[config.mk]
export PLATFORM = sky130hd
export DESIGN_NAME = dram_cmd_injector
export DESIGN_NICKNAME = d
export VERILOG_FILES = /design/src/rtl/dcmd_pkg.sv /design/src/rtl/dcmd_regs.sv /design/src/rtl/dcmd_launch.sv /design/src/rtl/dcmd_cke.sv /design/src/rtl/dram_cmd_injector.sv
export SDC_FILE = /design/constraint.sdc
export NUM_CORES = 1
export LEC_CHECK = 0
export BUFFER_PORTS_ARGS = -buffer_cell sky130_fd_sc_hd__buf_2
export CAP_MARGIN = 10
export CORE_MARGIN = 2
export CORE_UTILIZATION = 50
export CTS_CLUSTER_DIAMETER = 80
export DETAILED_ROUTE_END_ITERATION = 8
export PLACE_DENSITY = 0.81
export RECOVER_POWER = 25
export SYNTH_ARGS = -nofsm -noshare
export SYNTH_HDL_FRONTEND = slang
export SYNTH_SLANG_ARGS = --single-unit
[constraint.sdc]
create_clock -name clk -period 2.3 [get_ports clk]
set_clock_uncertainty 0.1 [all_clocks]
set_input_delay 0.115 -clock clk [delete_from_list [all_inputs] [get_ports clk]]
set_output_delay 0.115 -clock clk [all_outputs]
set_load 0.05 [all_outputs]
[src/rtl/dcmd_pkg.sv]
package dcmd_pkg;

    localparam int WORD_W   = 32;
    localparam int BANK_W   = 3;
    localparam int VAL_W    = 16;
    localparam int CSF_W    = 4;
    localparam int BIT_MRS  = 0;
    localparam int BIT_REF  = 1;
    localparam int BIT_PRE  = 2;
    localparam int CKE_LSB  = 3;
    localparam int BANK_LSB = 5;
    localparam int CS_LSB   = 8;
    localparam int VAL_LSB  = 16;
    localparam int ALL_BIT  = 10;

    typedef enum logic [1:0] {
        CMD_NONE = 2'd0,
        CMD_MRS  = 2'd1,
        CMD_REF  = 2'd2,
        CMD_PRE  = 2'd3
    } cmd_kind_t;

    typedef enum logic [1:0] {
        CKE_FREE = 2'b00,
        CKE_LOW  = 2'b01,
        CKE_HIGH = 2'b10,
        CKE_RSVD = 2'b11
    } cke_ctl_t;

    typedef struct packed {
        logic ras_n;
        logic cas_n;
        logic we_n;
    } cmd_pins_t;

    function automatic cmd_kind_t decode_kind(input logic mrs, input logic refr, input logic pre);
        case ({mrs, refr, pre})
            3'b100:  return CMD_MRS;
            3'b010:  return CMD_REF;
            3'b001:  return CMD_PRE;
            default: return CMD_NONE;
        endcase
    endfunction

    function automatic cmd_pins_t kind_pins(input cmd_kind_t k);
        case (k)
            CMD_MRS: return '{ras_n: 1'b0, cas_n: 1'b0, we_n: 1'b0};
            CMD_REF: return '{ras_n: 1'b0, cas_n: 1'b0, we_n: 1'b1};
            CMD_PRE: return '{ras_n: 1'b0, cas_n: 1'b1, we_n: 1'b0};
            default: return '{ras_n: 1'b1, cas_n: 1'b1, we_n: 1'b1};
        endcase
    endfunction

endpackage

[src/rtl/dcmd_regs.sv]
module dcmd_regs
    import dcmd_pkg::*;
(
    input  logic              clk,
    input  logic              rst,
    input  logic              wr_en,
    input  logic [WORD_W-1:0] wr_data,
    input  logic              pending,
    input  cmd_kind_t         pend_kind,
    output cke_ctl_t          cke_ctl,
    output logic [WORD_W-1:0] rd_data
);

    logic [VAL_W-1:0]  val_q;
    logic [CSF_W-1:0]  cs_q;
    logic [BANK_W-1:0] bank_q;
    cke_ctl_t          cke_q;
    logic              unused_rsvd;

    assign unused_rsvd = ^wr_data[VAL_LSB-1:CS_LSB+CSF_W] ^ ^wr_data[BIT_PRE:BIT_MRS];

    always_ff @(posedge clk) begin
        if (rst) begin
            val_q  <= '0;
            cs_q   <= '0;
            bank_q <= '0;
            cke_q  <= CKE_FREE;
        end else if (wr_en) begin
            cke_q <= cke_ctl_t'(wr_data[CKE_LSB +: 2]);
            if (!pending) begin
                val_q  <= wr_data[VAL_LSB +: VAL_W];
                cs_q   <= wr_data[CS_LSB +: CSF_W];
                bank_q <= wr_data[BANK_LSB +: BANK_W];
            end
        end
    end

    assign cke_ctl = cke_q;
    assign rd_data = {val_q, 4'b0000, cs_q, bank_q, cke_q,
                      pending && (pend_kind == CMD_PRE),
                      pending && (pend_kind == CMD_REF),
                      pending && (pend_kind == CMD_MRS)};

    // stored fields do not move while a request is pending
    a_r9_fields_frozen: assert property (@(posedge clk) disable iff (rst)
        pending |=> $stable(val_q) && $stable(cs_q) && $stable(bank_q));

endmodule

[src/rtl/dcmd_launch.sv]
module dcmd_launch
    import dcmd_pkg::*;
#(
    parameter int NUM_CS = 4,
    parameter int ADDR_W = 16,
    localparam int CS_W  = (NUM_CS > 1) ? $clog2(NUM_CS) : 1
) (
    input  logic              clk,
    input  logic              rst,
    input  logic              wr_en,
    input  logic              f_mrs,
    input  logic              f_ref,
    input  logic              f_pre,
    input  logic [BANK_W-1:0] f_bank,
    input  logic [CS_W-1:0]   f_cs,
    input  logic [VAL_W-1:0]  f_val,
    input  logic              grant,
    output logic              pending,
    output cmd_kind_t         kind,
    output cmd_pins_t         pins,
    output logic [BANK_W-1:0] ba,
    output logic [ADDR_W-1:0] addr,
    output logic [NUM_CS-1:0] cs_n
);

    cmd_kind_t         new_kind;
    logic              pend_q;
    cmd_kind_t         kind_q;
    logic [BANK_W-1:0] ba_q;
    logic [ADDR_W-1:0] addr_q;
    logic [CS_W-1:0]   cs_q;
    logic              launch;

    assign new_kind = decode_kind(f_mrs, f_ref, f_pre);
    assign launch   = wr_en && !pend_q && (new_kind != CMD_NONE);

    always_ff @(posedge clk) begin
        if (rst) begin
            pend_q <= 1'b0;
            kind_q <= CMD_NONE;
            ba_q   <= '0;
            addr_q <= '0;
            cs_q   <= '0;
        end else if (pend_q) begin
            if (grant) begin
                pend_q <= 1'b0;
                kind_q <= CMD_NONE;
            end
        end else if (launch) begin
            pend_q <= 1'b1;
            kind_q <= new_kind;
            cs_q   <= f_cs;
            case (new_kind)
                CMD_MRS: begin
                    ba_q   <= f_bank;
                    addr_q <= ADDR_W'(f_val);
                end
                CMD_PRE: begin
                    ba_q   <= f_val[ALL_BIT] ? '0 : f_bank;
                    addr_q <= ADDR_W'(f_val[ALL_BIT]) << ALL_BIT;
                end
                default: begin
                    ba_q   <= '0;
                    addr_q <= '0;
                end
            endcase
        end
    end

    assign pending = pend_q;
    assign kind    = kind_q;
    assign pins    = pend_q ? kind_pins(kind_q) : kind_pins(CMD_NONE);
    assign ba      = pend_q ? ba_q : '0;
    assign addr    = pend_q ? addr_q : '0;

    for (genvar g = 0; g < NUM_CS; g++) begin : g_cs
        assign cs_n[g] = !(pend_q && (cs_q == CS_W'(g)));
    end

    // request and its fields hold until granted
    a_r8_hold: assert property (@(posedge clk) disable iff (rst)
        pend_q && !grant |=> pend_q && $stable(ba) && $stable(addr) && $stable(cs_n) && $stable(pins));

    // a grant retires the request on the next cycle
    a_r8_release: assert property (@(posedge clk) disable iff (rst)
        pend_q && grant |=> !pend_q && (&cs_n));

    // exactly one chip select is active during a request
    a_r3_one_cs: assert property (@(posedge clk) disable iff (rst)
        pend_q |-> $countones(~cs_n) == 1);

    // no request appears without a valid command write
    a_r7_no_spurious: assert property (@(posedge clk) disable iff (rst)
        !pend_q && !(wr_en && (new_kind != CMD_NONE)) |=> !pend_q);

endmodule

[src/rtl/dcmd_cke.sv]
module dcmd_cke
    import dcmd_pkg::*;
#(
    parameter int NUM_CS = 4
) (
    input  logic              clk,
    input  logic              rst,
    input  cke_ctl_t          ctl,
    input  logic              evt_valid,
    input  logic              evt_level,
    output logic [NUM_CS-1:0] cke
);

    logic level_q;

    always_ff @(posedge clk) begin
        if (rst) begin
            level_q <= 1'b0;
        end else begin
            case (ctl)
                CKE_LOW:  level_q <= 1'b0;
                CKE_HIGH: level_q <= 1'b1;
                default:  if (evt_valid) level_q <= evt_level;
            endcase
        end
    end

    assign cke = {NUM_CS{level_q}};

    // forcing low wins over any event
    a_r10_force_low: assert property (@(posedge clk) disable iff (rst)
        ctl == CKE_LOW |=> cke == '0);

    // no force and no event keeps the level
    a_r11_keep: assert property (@(posedge clk) disable iff (rst)
        (ctl == CKE_FREE || ctl == CKE_RSVD) && !evt_valid |=> $stable(cke));

endmodule

[src/rtl/dram_cmd_injector.sv]
module dram_cmd_injector
    import dcmd_pkg::*;
#(
    parameter int NUM_CS = 4,
    parameter int ADDR_W = 16,
    localparam int CS_W  = (NUM_CS > 1) ? $clog2(NUM_CS) : 1
) (
    input  logic              clk,
    input  logic              rst,
    input  logic              wr_en,
    input  logic [31:0]       wr_data,
    output logic [31:0]       rd_data,
    output logic              req_valid,
    input  logic              req_grant,
    output logic              ras_n,
    output logic              cas_n,
    output logic              we_n,
    output logic [2:0]        ba,
    output logic [ADDR_W-1:0] addr,
    output logic [NUM_CS-1:0] cs_n,
    input  logic              cke_evt_valid,
    input  logic              cke_evt_level,
    output logic [NUM_CS-1:0] cke
);

    logic      pending;
    cmd_kind_t kind;
    cmd_pins_t pins;
    cke_ctl_t  cke_ctl;

    dcmd_regs u_regs (
        .clk       (clk),
        .rst       (rst),
        .wr_en     (wr_en),
        .wr_data   (wr_data),
        .pending   (pending),
        .pend_kind (kind),
        .cke_ctl   (cke_ctl),
        .rd_data   (rd_data)
    );

    dcmd_launch #(.NUM_CS(NUM_CS), .ADDR_W(ADDR_W)) u_launch (
        .clk     (clk),
        .rst     (rst),
        .wr_en   (wr_en),
        .f_mrs   (wr_data[BIT_MRS]),
        .f_ref   (wr_data[BIT_REF]),
        .f_pre   (wr_data[BIT_PRE]),
        .f_bank  (wr_data[BANK_LSB +: BANK_W]),
        .f_cs    (wr_data[CS_LSB +: CS_W]),
        .f_val   (wr_data[VAL_LSB +: VAL_W]),
        .grant   (req_grant),
        .pending (pending),
        .kind    (kind),
        .pins    (pins),
        .ba      (ba),
        .addr    (addr),
        .cs_n    (cs_n)
    );

    dcmd_cke #(.NUM_CS(NUM_CS)) u_cke (
        .clk       (clk),
        .rst       (rst),
        .ctl       (cke_ctl),
        .evt_valid (cke_evt_valid),
        .evt_level (cke_evt_level),
        .cke       (cke)
    );

    assign req_valid = pending;
    assign ras_n     = pins.ras_n;
    assign cas_n     = pins.cas_n;
    assign we_n      = pins.we_n;

    // readback command bit tracks the request
    a_r2_cmd_bits: assert property (@(posedge clk) disable iff (rst)
        (|rd_data[2:0]) == req_valid);

endmodule

; ---- Word-level counts from Yosys, hierarchy flattened
; Cells that the tools add are included.
[totals]
word_cells = 62
in_bits = 38
out_inout_bits = 63
ff_bits = 50
[classes]
reduce_logical = 21
muxes = 16
n_eq_ne = 14
bitwise_logic = 1
[ops]
columns = operator, n
row1 = $pmux 16 s2, 1
row2 = $mux 16, 1
row3 = $eq 2x2->1 const B, 6
row4 = $logic_and 1x1->1, 9
row5 = $mux 3, 3
row6 = $pmux 3 s3, 1
row7 = $eq 2x1->1 const B, 4
row8 = $mux 2, 3
row9 = $pmux 2 s3, 1
row10 = $pmux 3 s2, 1
row11 = $reduce_and 2->1, 3
row12 = $logic_not 1->1, 5
row13 = $mux 1, 4
row14 = $reduce_bool 2->1, 2
row15 = $eq 3x1->1 const B, 1
row16 = $eq 3x2->1 const B, 1
row17 = $eq 3x3->1 const B, 1
row18 = $reduce_bool 3->1, 1
row19 = $logic_not 2->1, 1
row20 = $ne 2x2->1 const B, 1
row21 = $pmux 1 s2, 1
row22 = $not 1->1, 1

; ---- Depth between registers and ports, before layout
[logic_depth]
word_depth = 6
depth_mapped = 6
ltp_nobuf = 5

; ---- Cells and area by module
; A second synthesis with hierarchy kept.
[unflattened]
hier_cells = 282
hier_area_um2 = 2705.1
[by_module_without_submodules]
columns = mod, instances, seq_area_each_um2, cells_per_inst, area_each_um2
row1 = dcmd_launch, 1, 480.5, 147, 1311.3
row2 = dcmd_regs, 1, 500.5, 122, 1281.2
row3 = dcmd_cke, 1, 20.0, 13, 112.6

; ---- Worst setup path after synthesis
; No wires, ideal clock.
[synth_path]
path_type = register -> output
from = reg u_launch.pend_q, in the netlist u_launch.pending
to = out cs_n[0]
path_buffers = 2
path_slack_ps = 480
stages_incl_launch_ff = 4
arrival_time_ps = 1605
required_time_ps = 2085
cell_sequence = dfxtp_1 > buf_6 > clkbuf_1 > or3b_1
[synth_via]
elab_chain_cells = 2
[synth_rtl]
columns = item, line
row1 = "start, declared", dcmd_launch.sv:27  ; logic pend_q;
row2 = "start signal, assigned", dcmd_launch.sv:39  ; pend_q <= 1'b0;
row3 = "start signal, assigned", dcmd_launch.sv:46  ; pend_q <= 1'b0;
row4 = "start signal, assigned", dcmd_launch.sv:50  ; pend_q <= 1'b1;
row5 = $logic_and 1x1->1, dcmd_launch.sv:77  ; assign cs_n[g] = !(pend_q && (cs_q == CS_W'(g)));
row6 = $logic_not 1->1, dcmd_launch.sv:77
row7 = "end, declared", dram_cmd_injector.sv:20  ; output logic [NUM_CS-1:0] cs_n,
; No other way between the ends.

; ---- Worst setup path after layout
[layout_path]
from = reg u_launch.pend_q, in the netlist u_launch.pending
to = reg u_launch.addr_q[1]
[layout_via]
elab_chain_cells = 4
word_cells_on_any_way = 5
cone_classes = 1 x bitwise / 4 x reduce/logical
[layout_rtl]
columns = item, line
row1 = $logic_not 1->1, -
row2 = $logic_and 1x1->1 (2 in series), dcmd_launch.sv:35  ; assign launch = wr_en && !pend_q && (new_kind != CMD_NONE);
row3 = $reduce_and 2->1 (no line) (*), -
row4 = "end signal, assigned", dcmd_launch.sv:56  ; addr_q <= ADDR_W'(f_val);
row5 = "end signal, assigned", dcmd_launch.sv:60  ; addr_q <= ADDR_W'(f_val[ALL_BIT]) << ALL_BIT;
row6 = "end, declared", dcmd_launch.sv:30  ; logic [ADDR_W-1:0] addr_q;
; Mark *: on every way between the ends. The rest lies on a longest branch, timed or not.
; A chain may end at the register's enable or synchronous reset.

==> impl_metrics.csv <==
group,metric,value,unit
setup_path,worst-endpoint-required,2.44,ns
min_path,hp-start,"cke_evt_valid",
setup_path,arrival,2.02,ns
synthesis,synth_top_area_share,44.2,%
final_layout,fin_nets,405,
synthesis,yosys_warnings,0,
routing,viasPerCell,5.10,
sta,setup_viol,0,
setup_path,rr_worst_depth,3,
final_layout,fin_area,3010,µm²
placement,dp_hpwl,3.64,mm
synthesis,synth-xor-area-share,1.11,%
power,p_leak,1.34,nW
setup_path,path_class,"register to register",
floorplanning,pin_count,101,
placement,gp_congestion,0.823,
setup_path,endpoint_kind,"register",
floorplanning,design.core.area,4350,µm²
grt,grt_max_degree,30,
synthesis,syn_area_per_cell,8.98,µm²
power,p_per_area,619,nW/µm²
final_layout,syn_to_final_growth,33.2,%
sta,post-route-period-util,81.6,%
synthesis,async_flop_share,0,%
final_layout,finalCoreUtilization,69.2,%
synthesis,syn_area,2260,µm²
final_layout,seqCellArea,1000,µm²
routing,vias,2111,
grt,grt_pass1_wl,9.26,mm
synthesis,synth_cell_types,40,
setup_path,crit_path_start,"u_launch.pending$_SDFF_PP0_",
clocking,cts_tree,"yes",
placement,postPlaceCellArea,2700,µm²
setup_path,critPathLaunchType,"register",
power,vdd_drop_max,0.554,mV
setup_path,reg2reg_setup_slack,0.42,ns
grt,gr-total-overflow,0,
sta,fmax,533,MHz
clocking,cts_max_level,2,
clocking,clock_path_buffers,2,
synthesis,yosys-mux-area-fraction,1.77,%
sta,worstMarginPinSlew,1.14,ns
min_path,worstHoldPathType,"input pin to register",
run_status,status,"finished clean",
placement,place_ws,0.404,ns
setup_path,r2r_start,"u_launch.pending$_SDFF_PP0_",
sta,max_slew_margin,23.9,%
synthesis,synth-compound-area-share,18.4,%
grt,antenna_found_initial,0,
floorplanning,die-area,5080,µm²
routing,drt_iter0_markers,76,
synthesis,synth-simple-area-share,23.2,%
clocking,clock-root-buffer,"clkbuf_8",
synthesis,ys_top_cells_by_area,"dfxtp_1 44%, nand2_1 8.3%, and2_1 6.1%, a22o_1 5.8%, a21oi_1 5.5%",
floorplanning,rows,24,
sta,tns,0,ns
min_path,holdPathStages,3,
sta,hold_viol_final,0,
floorplanning,die_h,71.3,µm
clocking,insertion_delay,0.29,ns
sta,slew_viol_final,0,
final_layout,multi_input_area,1100,µm²
final_layout,fillers,378,
synthesis,synth_top_area_cell,"dfxtp_1",
synthesis,synth_top_family_by_area,"simple AND/OR/NAND/NOR gates",
routing,ant_nets,0,
grt,grtUsageTotal,22.8,%
sta,finalWorstSetupSlack,0.424,ns
synthesis,syn-instance-count,252,
floorplanning,die_width,71.3,µm
synthesis,synthFlopType,"dfxtp_1",
sta,finalHoldWorstSlack,0.0163,ns
floorplanning,initial_utilization,52.0,%
setup_path,worst-path-max-fanout,15,
clocking,cts_sinks,50,
clocking,cts_made_buffers,5,
placement,port_buffers,92,
synthesis,synthAdderAreaFrac,3.32,%
routing,first_pass_iters,4,
sta,rsz0062_at_grt,"false",
synthesis,seq_area_frac_synth,44.2,%
final_layout,drive_gt1_share,24.6,%
synthesis,synth-edff-count,0,
grt,first_global_vias,2024,
clocking,path_clk_slew,0.09,ns
flow_run,cap_violations,0,
sta,period_minus_slack,1.88,ns
routing,drc,0,
synthesis,ys_ff_latch,50,
routing,routedWlPerCell,13.5,µm
routing,drt-total-wl,5.60,mm
final_layout,diodes,0,
==> Yosys cell counts, types with 3 or more instances <==
cell type  instances
dfxtp_1           50
nand2_1           50
a21oi_1           25
and2_1            22
a22o_1            15
buf_4              9
clkbuf_1           9
nand2b_1           9
ha_1               6
inv_1              6
buf_2              4
mux2i_1            4
a221oi_1           3
a31o_1             3
buf_6              3
nand3b_1           3
or3b_1             3
==> power by group <==
group	leakage (nW)	internal (W)	switching, W	total, W
logic	0.883	0.000126	0.000283	0.000409
clock network	0.0472	0.000242	0.000282	0.000524
registers	0.409	0.000905	0.0000261	0.000931
==> per-layer routing <==
metal | GRT usage (%) | share of wire (%) | vias up
met5 | 0 | 0 | -
met4 | 7.55 | 1.9 | 0
met3 | 4.64 | 5.0 | 11
met2 | 41.3 | 51 | 71
met1 | 26.7 | 42 | 969
li1 | - | - | 1060
==> through the flow <==
stage          std cells  total power, W
2_1_floorplan        255         0.00124
3_3_place_gp         381         0.00133
3_5_place_dp         381         0.00133
4_1_cts              414         0.00189
5_1_grt              414         0.00195
6_report             414         0.00186
==> path summary, 6_finish.rpt <==
check | end
min reg2reg | u_regs.cs_q[2]$_SDFFE_PP0P_
min | u_cke.level_q$_SDFFE_PP0P_
max | u_launch.addr_q[1]$_SDFFE_PP0P_
max reg2reg | u_launch.addr_q[1]$_SDFFE_PP0P_
==> worst max-delay path, cell delays in order, from the launching register on <==
cell and delay [ns]:
dfxtp_1 0.45, nor2b_2 0.08, a221oi_2 0.95, a22o_1 0.24
==> cell families after synthesis <==
logic type | after synthesis
AO/OA/AOI/OAI | 59
XOR/XNOR | 2
adder cells (fa/ha/maj) | 6
buffers and inverters | 31
flip-flops | 50
multiplexers | 4
other | 1
AND/OR/NAND/NOR | 99
==> cells in the final DEF (no fill, tap or decap), drive strengths merged, types with 2 or more instances in the layout <==
master / n
nand2: 50
buf: 74
nand2b: 9
nor3b: 2
ha: 6
nand3b: 3
a31o: 3
o21ai: 2
mux2i: 4
and2: 22
inv: 6
a22o: 16
nor3: 2
dlygate4sd3: 25
nor2: 2
dfxtp: 50
xor2: 2
a221oi: 4
nand3: 2
a21oi: 25
a211oi: 2
or3b: 3
nor2b: 2
clkbuf: 31
conb: 4
==> what timing repair did <==
item                      4_1_cts  5_1_grt
hold endpoints to repair       45        0
resized for setup               0        0
hold buffers                   25        0
setup buffers                   0        0
==> registers in the layout, summed over array words and instances, names as in the netlist <==
signal	flops
u_cke.level_q	1
u_launch.addr_q	16
u_launch.ba_q	3
u_launch.cs_q	2
u_launch.kind	2
u_launch.pending	1
u_regs.bank_q	3
u_regs.cke_ctl	2
u_regs.cs_q	4
u_regs.val_q	16
==> layout make-up <==
class / count / area share (%)
clock buffers: 6 / 2.74
clock inverters: 2 / 0.415
inverters: 6 / 0.747
multi-input cells: 174 / 36.4
flip-flops and latches: 50 / 33.2
well taps: 52 / 2.16
repair buffers: 124 / 24.3
Note: power is estimated with default switching activity, not from simulation.
